## src/rtl/dsw_pkg.sv

```systemverilog
package dsw_pkg;
  typedef enum logic [2:0] {
    ST_RUN      = 3'd0,
    ST_WAIT_LOW = 3'd1,
    ST_ACKED    = 3'd2,
    ST_DSW      = 3'd3,
    ST_DEEP     = 3'd4,
    ST_EXIT     = 3'd5
  } pwr_state_e;

  localparam int unsigned SYNC_STAGES = 2;
endpackage

```

## src/rtl/dsw_sync.sv

```systemverilog
module dsw_sync #(
  parameter int unsigned W = 1,
  parameter logic [W-1:0] RST_VAL = '0
) (
  input  logic         clk,
  input  logic         rst_n,
  input  logic [W-1:0] d,
  output logic [W-1:0] q
);
  logic [W-1:0] stage [dsw_pkg::SYNC_STAGES];

  genvar g;
  generate
    for (g = 0; g < dsw_pkg::SYNC_STAGES; g++) begin : g_stage
      always_ff @(posedge clk or negedge rst_n) begin
        if (!rst_n) stage[g] <= RST_VAL;
        else if (g == 0) stage[g] <= d;
        else stage[g] <= stage[(g == 0) ? 0 : g - 1];
      end
    end
  endgenerate

  assign q = stage[dsw_pkg::SYNC_STAGES-1];
endmodule

```

## src/rtl/dsw_rail_filter.sv

```systemverilog
module dsw_rail_filter #(
  parameter int unsigned HOLD_W = 8
) (
  input  logic              clk,
  input  logic              rst_n,
  input  logic              rail_in,
  input  logic [HOLD_W-1:0] hold,
  output logic              rail_ok
);
  logic [HOLD_W-1:0] cnt_q;

  always_ff @(posedge clk or negedge rst_n) begin
    if (!rst_n) begin
      cnt_q   <= '0;
      rail_ok <= 1'b0;
    end else if (!rail_in) begin
      cnt_q   <= '0;
      rail_ok <= 1'b0;
    end else if (cnt_q >= hold) begin
      rail_ok <= 1'b1;
    end else begin
      cnt_q <= cnt_q + 1'b1;
    end
  end


  drop_follows_chk: assert property (@(posedge clk) disable iff (!rst_n)
    (rail_ok && !rail_in) |=> !rail_ok);
endmodule

```

## src/rtl/dsw_wake_status.sv

```systemverilog
module dsw_wake_status #(
  parameter int unsigned WAKE_W = 6
) (
  input  logic              clk,
  input  logic              rst_n,
  input  logic [WAKE_W-1:0] wake_s,
  input  logic [WAKE_W-1:0] wake_en,
  input  logic              asleep,
  input  logic              stat_rd,
  output logic              wake_hit,
  output logic [WAKE_W-1:0] stat_q
);
  logic [WAKE_W-1:0] cap;

  assign cap      = wake_s & wake_en & {WAKE_W{asleep}};
  assign wake_hit = |cap;

  always_ff @(posedge clk or negedge rst_n) begin
    if (!rst_n) stat_q <= '0;
    else        stat_q <= (stat_rd ? '0 : stat_q) | cap;
  end


  read_clear_chk: assert property (@(posedge clk) disable iff (!rst_n)
    (stat_rd && !wake_hit) |=> (stat_q == '0));

  awake_hold_chk: assert property (@(posedge clk) disable iff (!rst_n)
    (!asleep && !stat_rd) |=> $stable(stat_q));
endmodule

```

## src/rtl/dsw_fsm.sv

```systemverilog
module dsw_fsm #(
  parameter int unsigned IDLE_W = 16
) (
  input  logic              clk,
  input  logic              rst_n,
  input  logic              warn_s,
  input  logic              slp_s,
  input  logic              rail_ok,
  input  logic              wake_hit,
  input  logic              deep_en,
  input  logic [IDLE_W-1:0] idle_limit,
  output logic              ack_n,
  output logic              stby_off_n,
  output logic              aon_off_n,
  output logic              asleep
);
  import dsw_pkg::*;

  pwr_state_e        state_q, state_d;
  logic [IDLE_W-1:0] idle_q;
  logic              idle_done;

  assign idle_done = (state_q == ST_DSW) && (idle_q == idle_limit);

  always_ff @(posedge clk or negedge rst_n) begin
    if (!rst_n)                  idle_q <= '0;
    else if (state_q != ST_DSW)  idle_q <= '0;
    else if (!idle_done)         idle_q <= idle_q + 1'b1;
  end

  always_comb begin
    state_d = state_q;
    unique case (state_q)
      ST_RUN:      if (!warn_s) state_d = ST_WAIT_LOW;
      ST_WAIT_LOW: if (warn_s) state_d = ST_RUN;
                   else if (rail_ok) state_d = ST_ACKED;
      ST_ACKED:    if (warn_s) state_d = ST_RUN;
                   else if (!slp_s) state_d = ST_DSW;
      ST_DSW:      if (slp_s || wake_hit) state_d = ST_EXIT;
                   else if (deep_en && idle_done) state_d = ST_DEEP;
      ST_DEEP:     if (slp_s || wake_hit) state_d = ST_EXIT;
      ST_EXIT:     if (warn_s) state_d = ST_RUN;
      default:     state_d = ST_RUN;
    endcase
  end

  always_ff @(posedge clk or negedge rst_n) begin
    if (!rst_n) begin
      state_q    <= ST_RUN;
      ack_n      <= 1'b1;
      stby_off_n <= 1'b1;
      aon_off_n  <= 1'b1;
      asleep     <= 1'b0;
    end else begin
      state_q    <= state_d;
      ack_n      <= !(state_d inside {ST_ACKED, ST_DSW, ST_DEEP, ST_EXIT});
      stby_off_n <= !(state_d inside {ST_DSW, ST_DEEP});
      aon_off_n  <= (state_d != ST_DEEP);
      asleep     <= (state_d inside {ST_DSW, ST_DEEP});
    end
  end


  rails_need_ack_chk: assert property (@(posedge clk) disable iff (!rst_n)
    !stby_off_n |-> !ack_n);

  aon_under_stby_chk: assert property (@(posedge clk) disable iff (!rst_n)
    !aon_off_n |-> !stby_off_n);

  ack_after_rail_chk: assert property (@(posedge clk) disable iff (!rst_n)
    $fell(ack_n) |-> $past(rail_ok));

  abort_release_chk: assert property (@(posedge clk) disable iff (!rst_n)
    (state_q == ST_ACKED && warn_s) |=> (ack_n && stby_off_n));

  wake_restores_chk: assert property (@(posedge clk) disable iff (!rst_n)
    (asleep && wake_hit) |=> (stby_off_n && aon_off_n));
endmodule

```

## src/rtl/deep_sleep_ctrl.sv

```systemverilog
module deep_sleep_ctrl #(
  parameter int unsigned WAKE_W = 6,
  parameter int unsigned HOLD_W = 8,
  parameter int unsigned IDLE_W = 16
) (
  input  logic              clk,
  input  logic              rst_n,
  input  logic              warn_n,
  input  logic              slp_n,
  input  logic              rail_low,
  input  logic [WAKE_W-1:0] wake_req,
  input  logic [WAKE_W-1:0] wake_en,
  input  logic              deep_off_en,
  input  logic [IDLE_W-1:0] idle_limit,
  input  logic [HOLD_W-1:0] rail_hold,
  input  logic              stat_rd,
  output logic [WAKE_W-1:0] wake_stat,
  output logic              ack_n,
  output logic              stby_off_n,
  output logic              aon_off_n
);
  localparam int unsigned CTRL_W = 3;

  logic [CTRL_W-1:0] ctrl_s;
  logic [WAKE_W-1:0] wake_s;
  logic              rail_ok, wake_hit, asleep;

  dsw_sync #(.W(CTRL_W), .RST_VAL(3'b011)) u_ctrl_sync (
    .clk(clk), .rst_n(rst_n), .d({rail_low, slp_n, warn_n}), .q(ctrl_s));

  dsw_sync #(.W(WAKE_W), .RST_VAL('0)) u_wake_sync (
    .clk(clk), .rst_n(rst_n), .d(wake_req), .q(wake_s));

  dsw_rail_filter #(.HOLD_W(HOLD_W)) u_filter (
    .clk(clk), .rst_n(rst_n), .rail_in(ctrl_s[2]), .hold(rail_hold),
    .rail_ok(rail_ok));

  dsw_wake_status #(.WAKE_W(WAKE_W)) u_status (
    .clk(clk), .rst_n(rst_n), .wake_s(wake_s), .wake_en(wake_en),
    .asleep(asleep), .stat_rd(stat_rd), .wake_hit(wake_hit),
    .stat_q(wake_stat));

  dsw_fsm #(.IDLE_W(IDLE_W)) u_fsm (
    .clk(clk), .rst_n(rst_n), .warn_s(ctrl_s[0]), .slp_s(ctrl_s[1]),
    .rail_ok(rail_ok), .wake_hit(wake_hit), .deep_en(deep_off_en),
    .idle_limit(idle_limit), .ack_n(ack_n), .stby_off_n(stby_off_n),
    .aon_off_n(aon_off_n), .asleep(asleep));
endmodule

```

## config.mk

```make
export PLATFORM = sky130hd
export DESIGN_NAME = deep_sleep_ctrl
export DESIGN_NICKNAME = d
export VERILOG_FILES = /design/src/rtl/dsw_pkg.sv /design/src/rtl/dsw_sync.sv /design/src/rtl/dsw_rail_filter.sv /design/src/rtl/dsw_wake_status.sv /design/src/rtl/dsw_fsm.sv /design/src/rtl/deep_sleep_ctrl.sv
export SDC_FILE = /design/constraint.sdc
export NUM_CORES = 1
export LEC_CHECK = 0
export ABC_AREA = 1
export BUFFER_PORTS_ARGS = -buffer_cell sky130_fd_sc_hd__clkbuf_2
export CAP_MARGIN = 15
export CORE_MARGIN = 3
export CORE_UTILIZATION = 58
export CTS_BUF_LIST = sky130_fd_sc_hd__clkbuf_2
export DETAILED_ROUTE_END_ITERATION = 10
export PLACE_DENSITY = 0.81
export SLEW_MARGIN = 25
export SYNTH_ARGS = -nofsm -noshare
export SYNTH_HDL_FRONTEND = slang
export SYNTH_SLANG_ARGS = --single-unit
```

## constraint.sdc

```tcl
create_clock -name clk -period 2.22 [get_ports clk]
set_input_delay 0.444 -clock clk [delete_from_list [all_inputs] [get_ports clk]]
set_output_delay 0.444 -clock clk [all_outputs]
set_load 0.03 [all_outputs]
```

* After elaboration in Yosys (flattened, before gate mapping)
Cells that the tools add are included. Widths: inputs -> output; s select.
Operators by class: add/sub/neg operators 2, multiply operators 0, divide/modulo/power cells 0, $lt $le $gt $ge 1, eq/ne operators 15, shift operators 0, multiplexer cells 17, bitwise logic cells 3, reductions and logical operators 9
Operators with widths (number):
- $mux 16 | 2
- $mux 3 | 9
- $pmux 3 s6 | 1
- $add 16x1->16 const B | 1
- $eq 16x16->1 | 1
- $mux 8 | 2
- $and 6x6->6 | 2
- $eq 3x2->1 const B | 4
- $eq 3x3->1 const B | 4
- $add 8x1->8 const B | 1
- $ge 8x8->1 | 1
- $mux 6 | 1
- $or 6x6->6 | 1
- $reduce_or 6->1 | 1
- $ne 2x2->1 const B | 2
- $reduce_bool 4->1 | 1
- $eq 3x1->1 const B | 1
- $logic_not 3->1 | 1
- $ne 3x2->1 const B | 1
- $ne 3x3->1 const B | 1
- $logic_and 1x1->1 | 2
- $logic_not 1->1 | 2
- $mux 1 | 2
- $ne 2x1->1 const B | 1
- other kinds (2) | 2
Word-level totals: register bits after elaboration 56, bits in latches 0, bits in writable memories 0, bits in read-only memories 0, word-level logic and storage cells 60, memories 0

* Depth between registers and ports, before layout
Gate-level depths: netlist of the first run.
depth in word-level cells 9, mapped depth 14, mapped depth without buffers 14

* By module
Synthesis of the first run repeated with hierarchy kept, for this count alone.
Second synthesis, totals: cells, all modules 434, area, all modules 3377.0 um^2
Modules (own cells, without submodules):
- dsw_fsm | instances 1, cells each 263, area an instance 1808.0 um^2, seq. area each 579.3 um^2
- dsw_rail_filter | instances 1, cells each 114, area an instance 790.8 um^2, seq. area each 225.2 um^2
- dsw_sync at u_wake_sync | instances 1, cells each 18, area an instance 345.3 um^2, seq. area each 300.3 um^2
- dsw_wake_status | instances 1, cells each 30, area an instance 255.2 um^2, seq. area each 150.1 um^2
- dsw_sync at u_ctrl_sync | instances 1, cells each 9, area an instance 177.7 um^2, seq. area each 155.1 um^2

* Worst setup path after synthesis of the first run
Ideal clock, no wire load.
path type input-to-reg, start point in rail_hold[3], end point reg u_filter.cnt_q[3], arrival time 1.666 ns, data required time 2.137 ns, path slack 0.471 ns, stages 10, path buffers 1, path through inv_1 > ha_1 > a21oi_1 > o21ai_0 > nand2_1 > o2111ai_1 > nand2_1 > clkbuf_1 > nand4_1 > o21ai_0
On the way: longest elaborated chain between the ends 2
Ends and longest elaborated chain:
- from (decl) | RTL line deep_sleep_ctrl.sv:15 | input logic [HOLD_W-1:0] rail_hold,
- $ge 8x8->1 | RTL line dsw_rail_filter.sv:19 | end else if (cnt_q >= hold) begin
- $ne 2x2->1 (no line)
- to (signal assigned) | RTL line dsw_rail_filter.sv:22 | cnt_q <= cnt_q + 1'b1;
- to (decl) | RTL line dsw_rail_filter.sv:10 | logic [HOLD_W-1:0] cnt_q;
Every way passes these cells. A chain may end at the register's enable or synchronous reset.

* Worst setup path in the final report of the first run
start point reg u_filter.cnt_q[7], end point reg u_filter.cnt_q[4]
On the way: longest elaborated chain between the ends 2
Ends and longest elaborated chain (RTL line):
- $ge 8x8->1 | dsw_rail_filter.sv:19
- $ne 2x2->1 (no line)
Every way passes these cells.

==> results of run 1 <==
## synth_stat cells, drive strengths merged
cell type	count	area, um^2
and3	1	7.510
ha	10	125.1
inv	61	229.0
clkbuf	2	7.510
nor3	9	50.05
nand3	30	150.1
nor4	3	48.80
dfrtp	49	1226
o21ai	23	145.1
o211ai	1	7.510
a21oi	9	45.04
o21bai	1	7.510
nand2	102	450.4
xor2	6	52.55
o2111ai	1	8.760
dfstp	7	183.9
nand3b	4	30.03
and2	1	6.260
buf	3	21.27
nand4	16	100.1
nor2	36	167.7
xnor2	6	52.55
## path summary, 6_finish.rpt
path	from	cells past startpoint	endpoint
min in group asynchronous	rst_n	3	u_status.stat_q[1]$_DFF_PN0_
setup / recovery	u_filter.cnt_q[7]$_DFFE_PN0P_	9	u_filter.cnt_q[4]$_DFFE_PN0P_
hold / removal	rail_low	1	u_ctrl_sync.stage[5]$_DFF_PN0_
hold reg to reg	u_ctrl_sync.stage[4]$_DFF_PN1_	0	u_ctrl_sync.q[1]$_DFF_PN1_
max in group asynchronous	rst_n	3	u_ctrl_sync.q[0]$_DFF_PN1_
setup reg to reg	u_filter.cnt_q[7]$_DFFE_PN0P_	9	u_filter.cnt_q[4]$_DFFE_PN0P_
## layout make-up
cell class / count / area (um^2)
multi-input combinational: 259 / 1455
clock buffer: 5 / 25.02
fill: 403 / 1558
inverter: 61 / 229.0
sequential: 56 / 1410
tap: 70 / 87.58
clock inverter: 3 / 27.53
timing repair buffer: 63 / 380.4
## repair_timing
item / in CTS / in global routing
hold endpoints to repair: 51 / 6
setup buffers: 0 / 0
hold buffers: 3 / 6
## flip-flops by register name, indices dropped and copies added, names as in the netlist
register,cells
u_filter.rail_ok,1
u_wake_sync.q,6
u_fsm.aon_off_n,1
u_ctrl_sync.stage,3
u_ctrl_sync.q,3
u_fsm.idle_q,16
u_fsm.state_q,3
u_filter.cnt_q,8
u_fsm.stby_off_n,1
u_wake_sync.stage,6
u_fsm.ack_n,1
u_status.stat_q,6
u_fsm.asleep,1
## critical path: cells and delay by family (launching register included)
| family | cells | cell delay, ns |
|---|---|---|
| compound gates | 2 | 0.22 |
| fa+ha+maj | 1 | 0.31 |
| buf+inv | 1 | 0.19 |
| flops | 1 | 0.50 |
| simple gates | 5 | 0.67 |
## logic make-up after synthesis
group	share of synthesized area [%]
adder cells (fa/ha/maj)	4.006
AO/OA/AOI/OAI	6.851
flip-flops	45.15
AND/OR/NAND/NOR	32.37
buffers and inverters	8.253
XOR/XNOR	3.365
## power groups by stage
stage / clock (mW) / sequential, mW / combinational [mW]
finish: 0.428 / 1.07 / 0.175
floorplan: 0 / 1.08 / 0.0826
global placement: 0 / 1.08 / 0.158
global route: 0.491 / 1.07 / 0.199
detailed placement: 0 / 1.08 / 0.164
CTS: 0.441 / 1.07 / 0.169
## per-layer routing
layer,vias up,global-route usage (%),part of all wire [%]
li1,1349,-,-
met1,1198,29.34,44
met2,81,35.35,49
met3,12,3.950,5.4
met4,0,7.732,2.2
met5,-,0,0
==> run_results.csv, run 1 <==
group,metric,value,unit
outcome,outcome,"completed",
hold_path,worstHoldPathType,"in -> reg",
clocking,cts_resized,0,
global_route,gr-total-overflow,0,
placement,place_hpwl,4757,um
sta,setup_viol,0,
power_and_ir_drop,switching_share,27.14,%
sta,finalHoldViolCount,0,
logic_synthesis,syn_inst,381,
cells_and_area,area_growth,15.75,%
clocking,clk_path_buf_depth,2,
placement,placed_area,3472,um^2
global_route,grt_pass1_vias,2539,
placement,portBuffers,51,
drt,vias,2640,
drt,wire_per_inst,12.31,um
floorplan,die_w,79.38,um
global_route,grt_util_all_layers,21.78,%
cells_and_area,final_util,69.88,%
logic_synthesis,yosysSeqAreaShare,45.15,%
sta,rsz0062_at_grt,"false",
floorplan,row_count,26,
drt,drt_first_iter_violations,134,
placement,place_inst,500,
clocking,cts_buffers,5,
floorplan,core,5172,um^2
power_and_ir_drop,p_seq_share,63.9,%
clocking,cts_tree,"done",
sta,drv_slew,0,
clocking,clock_sinks,56,
cells_and_area,layout_common_cells,"nand2_1, clkbuf_2, inv_1, dfrtp_1, nor2_1",
drt,wirelength,6365,um
global_route,grt_max_degree,57,
setup_path,crit_arrival,2.38,ns
setup_path,path_cells,"ha_1, nand2_1, nor2_1, nand4_1, o2111ai_1, nand2_1, inv_1, nand2_1, o21ai_0",
cells_and_area,layout.nets,499,
power_and_ir_drop,comb_power_share,10.5,%
logic_synthesis,netlist_area,3123,um^2
sta,timing.hold.ws,0.05094,ns
setup_path,cp_max_fo,13,
setup_path,cp-end-kind,"flop",
sta,post-route-min-period,1.952,ns
power_and_ir_drop,vdd_drop_max,246.8,uV
power_and_ir_drop,p_total,1.670,mW
drt,remaining_drc_errors,0,
sta,fin_skew,0.02047,ns
setup_path,start_kind,"flop",
setup_path,critPathMaxStageDelay,0.50,ns
floorplan,dieArea,6301,um^2
sta,timing.final.ws_setup,0.2680,ns
job,drv_cap,0,
placement,gp_congestion,0.8654,
sta,tightestPinTransition,0.3739,ns
logic_synthesis,synth_fp_nets,434,
setup_path,slowest_stage,"dfrtp_1",
power_and_ir_drop,p_leak,1.782,nW
sta,min_period_over_period,87.93,%
cells_and_area,drive_gt1_share,25.73,%
cells_and_area,stdcell_area,3615,um^2
cells_and_area,instances_no_fill,517,
floorplan,initial_core_util,60.38,%
global_route,grt_pass1_wl,10950,um
cells_and_area,antenna_cells,0,
power_and_ir_drop,intPower,1.217,mW
drt,drt-vias-per-instance,5.106,
setup_path,crit_path_frequent_cell,"nand2_1",
clocking,path_clk_slew,0.29,ns
logic_synthesis,syn_area_per_cell,8.197,um^2
setup_path,rrSetupSlack,0.27,ns
clocking,cts_root_buf,"clkbuf_2",
logic_synthesis,ys_warn_count,0,
placement,dp_slack,0.1578,ns
power_and_ir_drop,power_density,462.0,nW/um^2
sta,fmax,512.3,MHz
global_route,antenna_found_initial,0,
sta,setup-tns-final,0,ns
logic_synthesis,synth_cell_types,31,
sta,slew_headroom,75.01,%
floorplan,die_h,79.38,um
clocking,clk_latency,0.48,ns
power_and_ir_drop,power.net_switching,0.4532,mW
logic_synthesis,ys_ff_latch,56,
cells_and_area,layout_commonest_cell,"nand2_1",
setup_path,critPathKind,"reg -> reg",
clocking,cts_htree_levels,2,
setup_path,required,2.65,ns
floorplan,ios,52,
drt,drtPass1Iterations,4,
drt,final_antenna_net_count,0,
power_and_ir_drop,clock_power_share,25.6,%
(Power assumes the default switching activity.)
==> run 2: changes to the inputs <==
--- a/config.mk
+++ b/config.mk
@@ -9,10 +9,10 @@
 export BUFFER_PORTS_ARGS = -buffer_cell sky130_fd_sc_hd__clkbuf_2
 export CAP_MARGIN = 15
 export CORE_MARGIN = 3
-export CORE_UTILIZATION = 58
-export CTS_BUF_LIST = sky130_fd_sc_hd__clkbuf_2
+export CORE_UTILIZATION = 56
+export CTS_BUF_LIST = sky130_fd_sc_hd__clkbuf_16
 export DETAILED_ROUTE_END_ITERATION = 10
-export PLACE_DENSITY = 0.81
+export PLACE_DENSITY = 0.78
 export SLEW_MARGIN = 25
 export SYNTH_ARGS = -nofsm -noshare
 export SYNTH_HDL_FRONTEND = slang
==> run_results.csv, run 2 (synthesis gave the netlist of run 1 again) <==
group,metric,value,unit
placement,portBuffers,51,
clocking,cts_resized,0,
setup_path,rrSetupSlack,0.31,ns
clocking,cts_hold_buf,0,
setup_path,required,2.37,ns
cells_and_area,top_regs,"u_fsm.idle_q x16, u_filter.cnt_q x8",
job,drv_cap,0,
setup_path,crit_arrival,2.06,ns
sta,setup_viol,0,
drt,vias,2642,
drt,wirelength,6387,um
setup_path,r2r_start,"u_filter.cnt_q[5]$_DFFE_PN0P_",
sta,fmax,524.6,MHz
global_route,antenna_found_initial,0,
outcome,outcome,"completed",
floorplan,dieArea,6508,um^2
cells_and_area,antenna_cells,0,
global_route,grt_util_all_layers,21.32,%
cells_and_area,layout.nets,489,
drt,drt_first_iter_violations,89,
cells_and_area,layout_commonest_cell,"nand2_1",
global_route,grt_max_degree,57,
floorplan,initial_core_util,59.63,%
setup_path,start_kind,"flop",
clocking,path_clk_slew,0.07,ns
power_and_ir_drop,vdd_drop_max,398.7,uV
sta,rsz0062_at_grt,"false",
floorplan,core,5238,um^2
floorplan,die_w,80.68,um
sta,fin_skew,0.003175,ns
hold_path,worstHoldPathType,"in -> async",
cells_and_area,multi_input_area,1455,um^2
clocking,cts_tree,"done",
clocking,clock_sinks,56,
cells_and_area,fill_cells,409,
setup_path,cp-end-kind,"flop",
placement,place_hpwl,4925,um
drt,drt-vias-per-instance,5.211,
clocking,cts_buffers,5,
sta,drv_slew,0,
setup_path,endpoint,"u_filter.cnt_q[6]$_DFFE_PN0P_",
floorplan,ios,52,
power_and_ir_drop,p_leak,1.784,nW
sta,tightestPinTransition,0.3756,ns
clocking,cts_htree_levels,2,
global_route,grt_pass1_vias,2493,
setup_path,crit_path_start,"u_filter.cnt_q[5]$_DFFE_PN0P_",
drt,remaining_drc_errors,0,
sta,min_period_over_period,85.86,%
drt,final_antenna_net_count,0,
global_route,gr-total-overflow,0,
floorplan,die_h,80.68,um
setup_path,r2r_cells,8,
clocking,clk_latency,0.29,ns
cells_and_area,layout_common_cells,"nand2_1, clkbuf_2, inv_1",
clocking,postCtsSetupBuffers,0,
global_route,grt_pass1_wl,10810,um
cells_and_area,regMostFlops,"u_fsm.idle_q",
drt,drtPass1Iterations,5,
cells_and_area,seqCellArea,1410,um^2
cells_and_area,largest_reg_flops,16,
floorplan,row_count,26,
sta,finalHoldViolCount,0,
setup_path,critPathKind,"reg -> reg",
power_and_ir_drop,p_total,1.986,mW
sta,slew_headroom,74.90,%
sta,post-route-min-period,1.906,ns
clocking,clk_path_buf_depth,2,
placement,gp_congestion,0.9200,
drt,wire_per_inst,12.60,um
cells_and_area,drive_gt1_share,25.86,%
cells_and_area,area_growth,15.50,%
setup_path,timing.rr.end,"u_filter.cnt_q[6]$_DFFE_PN0P_",
clocking,cts_root_buf,"clkbuf_16",
power_and_ir_drop,power_density,550.5,nW/um^2
setup_path,cp_max_fo,13,
sta,setup-tns-final,0,ns
## run 2: metal layers
metal | routed length [um] | part of all wire [%] | up-vias | GRT usage (%)
met5 | 0 | 0 | - | 0
met4 | 127 | 2.0 | 0 | 7.264
met3 | 329 | 5.2 | 13 | 3.363
met2 | 3103 | 49 | 77 | 36.26
met1 | 2827 | 44 | 1217 | 27.54
li1 | - | - | 1335 | -
## run 2: cell type report
type	count	share of cell area, %
clock buffer	5	3.469
clock inverter	3	0.4856
inverter	61	6.348
multi-input combinational	259	40.34
sequential	56	39.09
tap	70	2.428
timing repair buffer	53	7.839
## run 2: worst max-delay path: stages (launching register included)
cell and delay (ns):
dfrtp_1 0.45, ha_1 0.33, nand2_1 0.05, nor2_1 0.11
nand4_1 0.09, o2111ai_1 0.15, nand2_1 0.31, nand4_1 0.16
o21ai_0 0.11
## run 2: how the worst min path moves through the flow
stage                                               from  slack, ns  depth (start not counted)                      endpoint
after CTS                                          rst_n       0.16                          2    u_wake_sync.q[1]$_DFF_PN0_
final                                              rst_n       0.15                          2  u_status.stat_q[0]$_DFF_PN0_
after detailed placement  u_wake_sync.stage[8]$_DFF_PN0_       0.34                          0    u_wake_sync.q[2]$_DFF_PN0_
after global routing                               rst_n       0.17                          2  u_status.stat_q[0]$_DFF_PN0_
after global placement    u_wake_sync.stage[7]$_DFF_PN0_       0.33                          0    u_wake_sync.q[1]$_DFF_PN0_
after floorplan                                    rst_n       0.15                          0    u_ctrl_sync.q[2]$_DFF_PN0_
## run 2: report_power, final
part	internal [mW]	switching (mW)
clock network	0.416	0.341
logic	0.0669	0.0973
registers	1.05	0.0150
## run 2: stage by stage
step	hold slack, ns	setup slack [ns]	instances	area [um^2]	utilization (%)
after global routing	0.1690	0.1589	507	3607	68.87
after CTS	0.1639	0.3392	507	3607	68.87
after global placement	0.3322	0.2877	499	3465	66.15
after detailed placement	0.3355	0.2239	499	3465	66.15
final	0.1531	0.3139	507	3607	68.87
after floorplan	0.1484	0.4713	381	3123	-
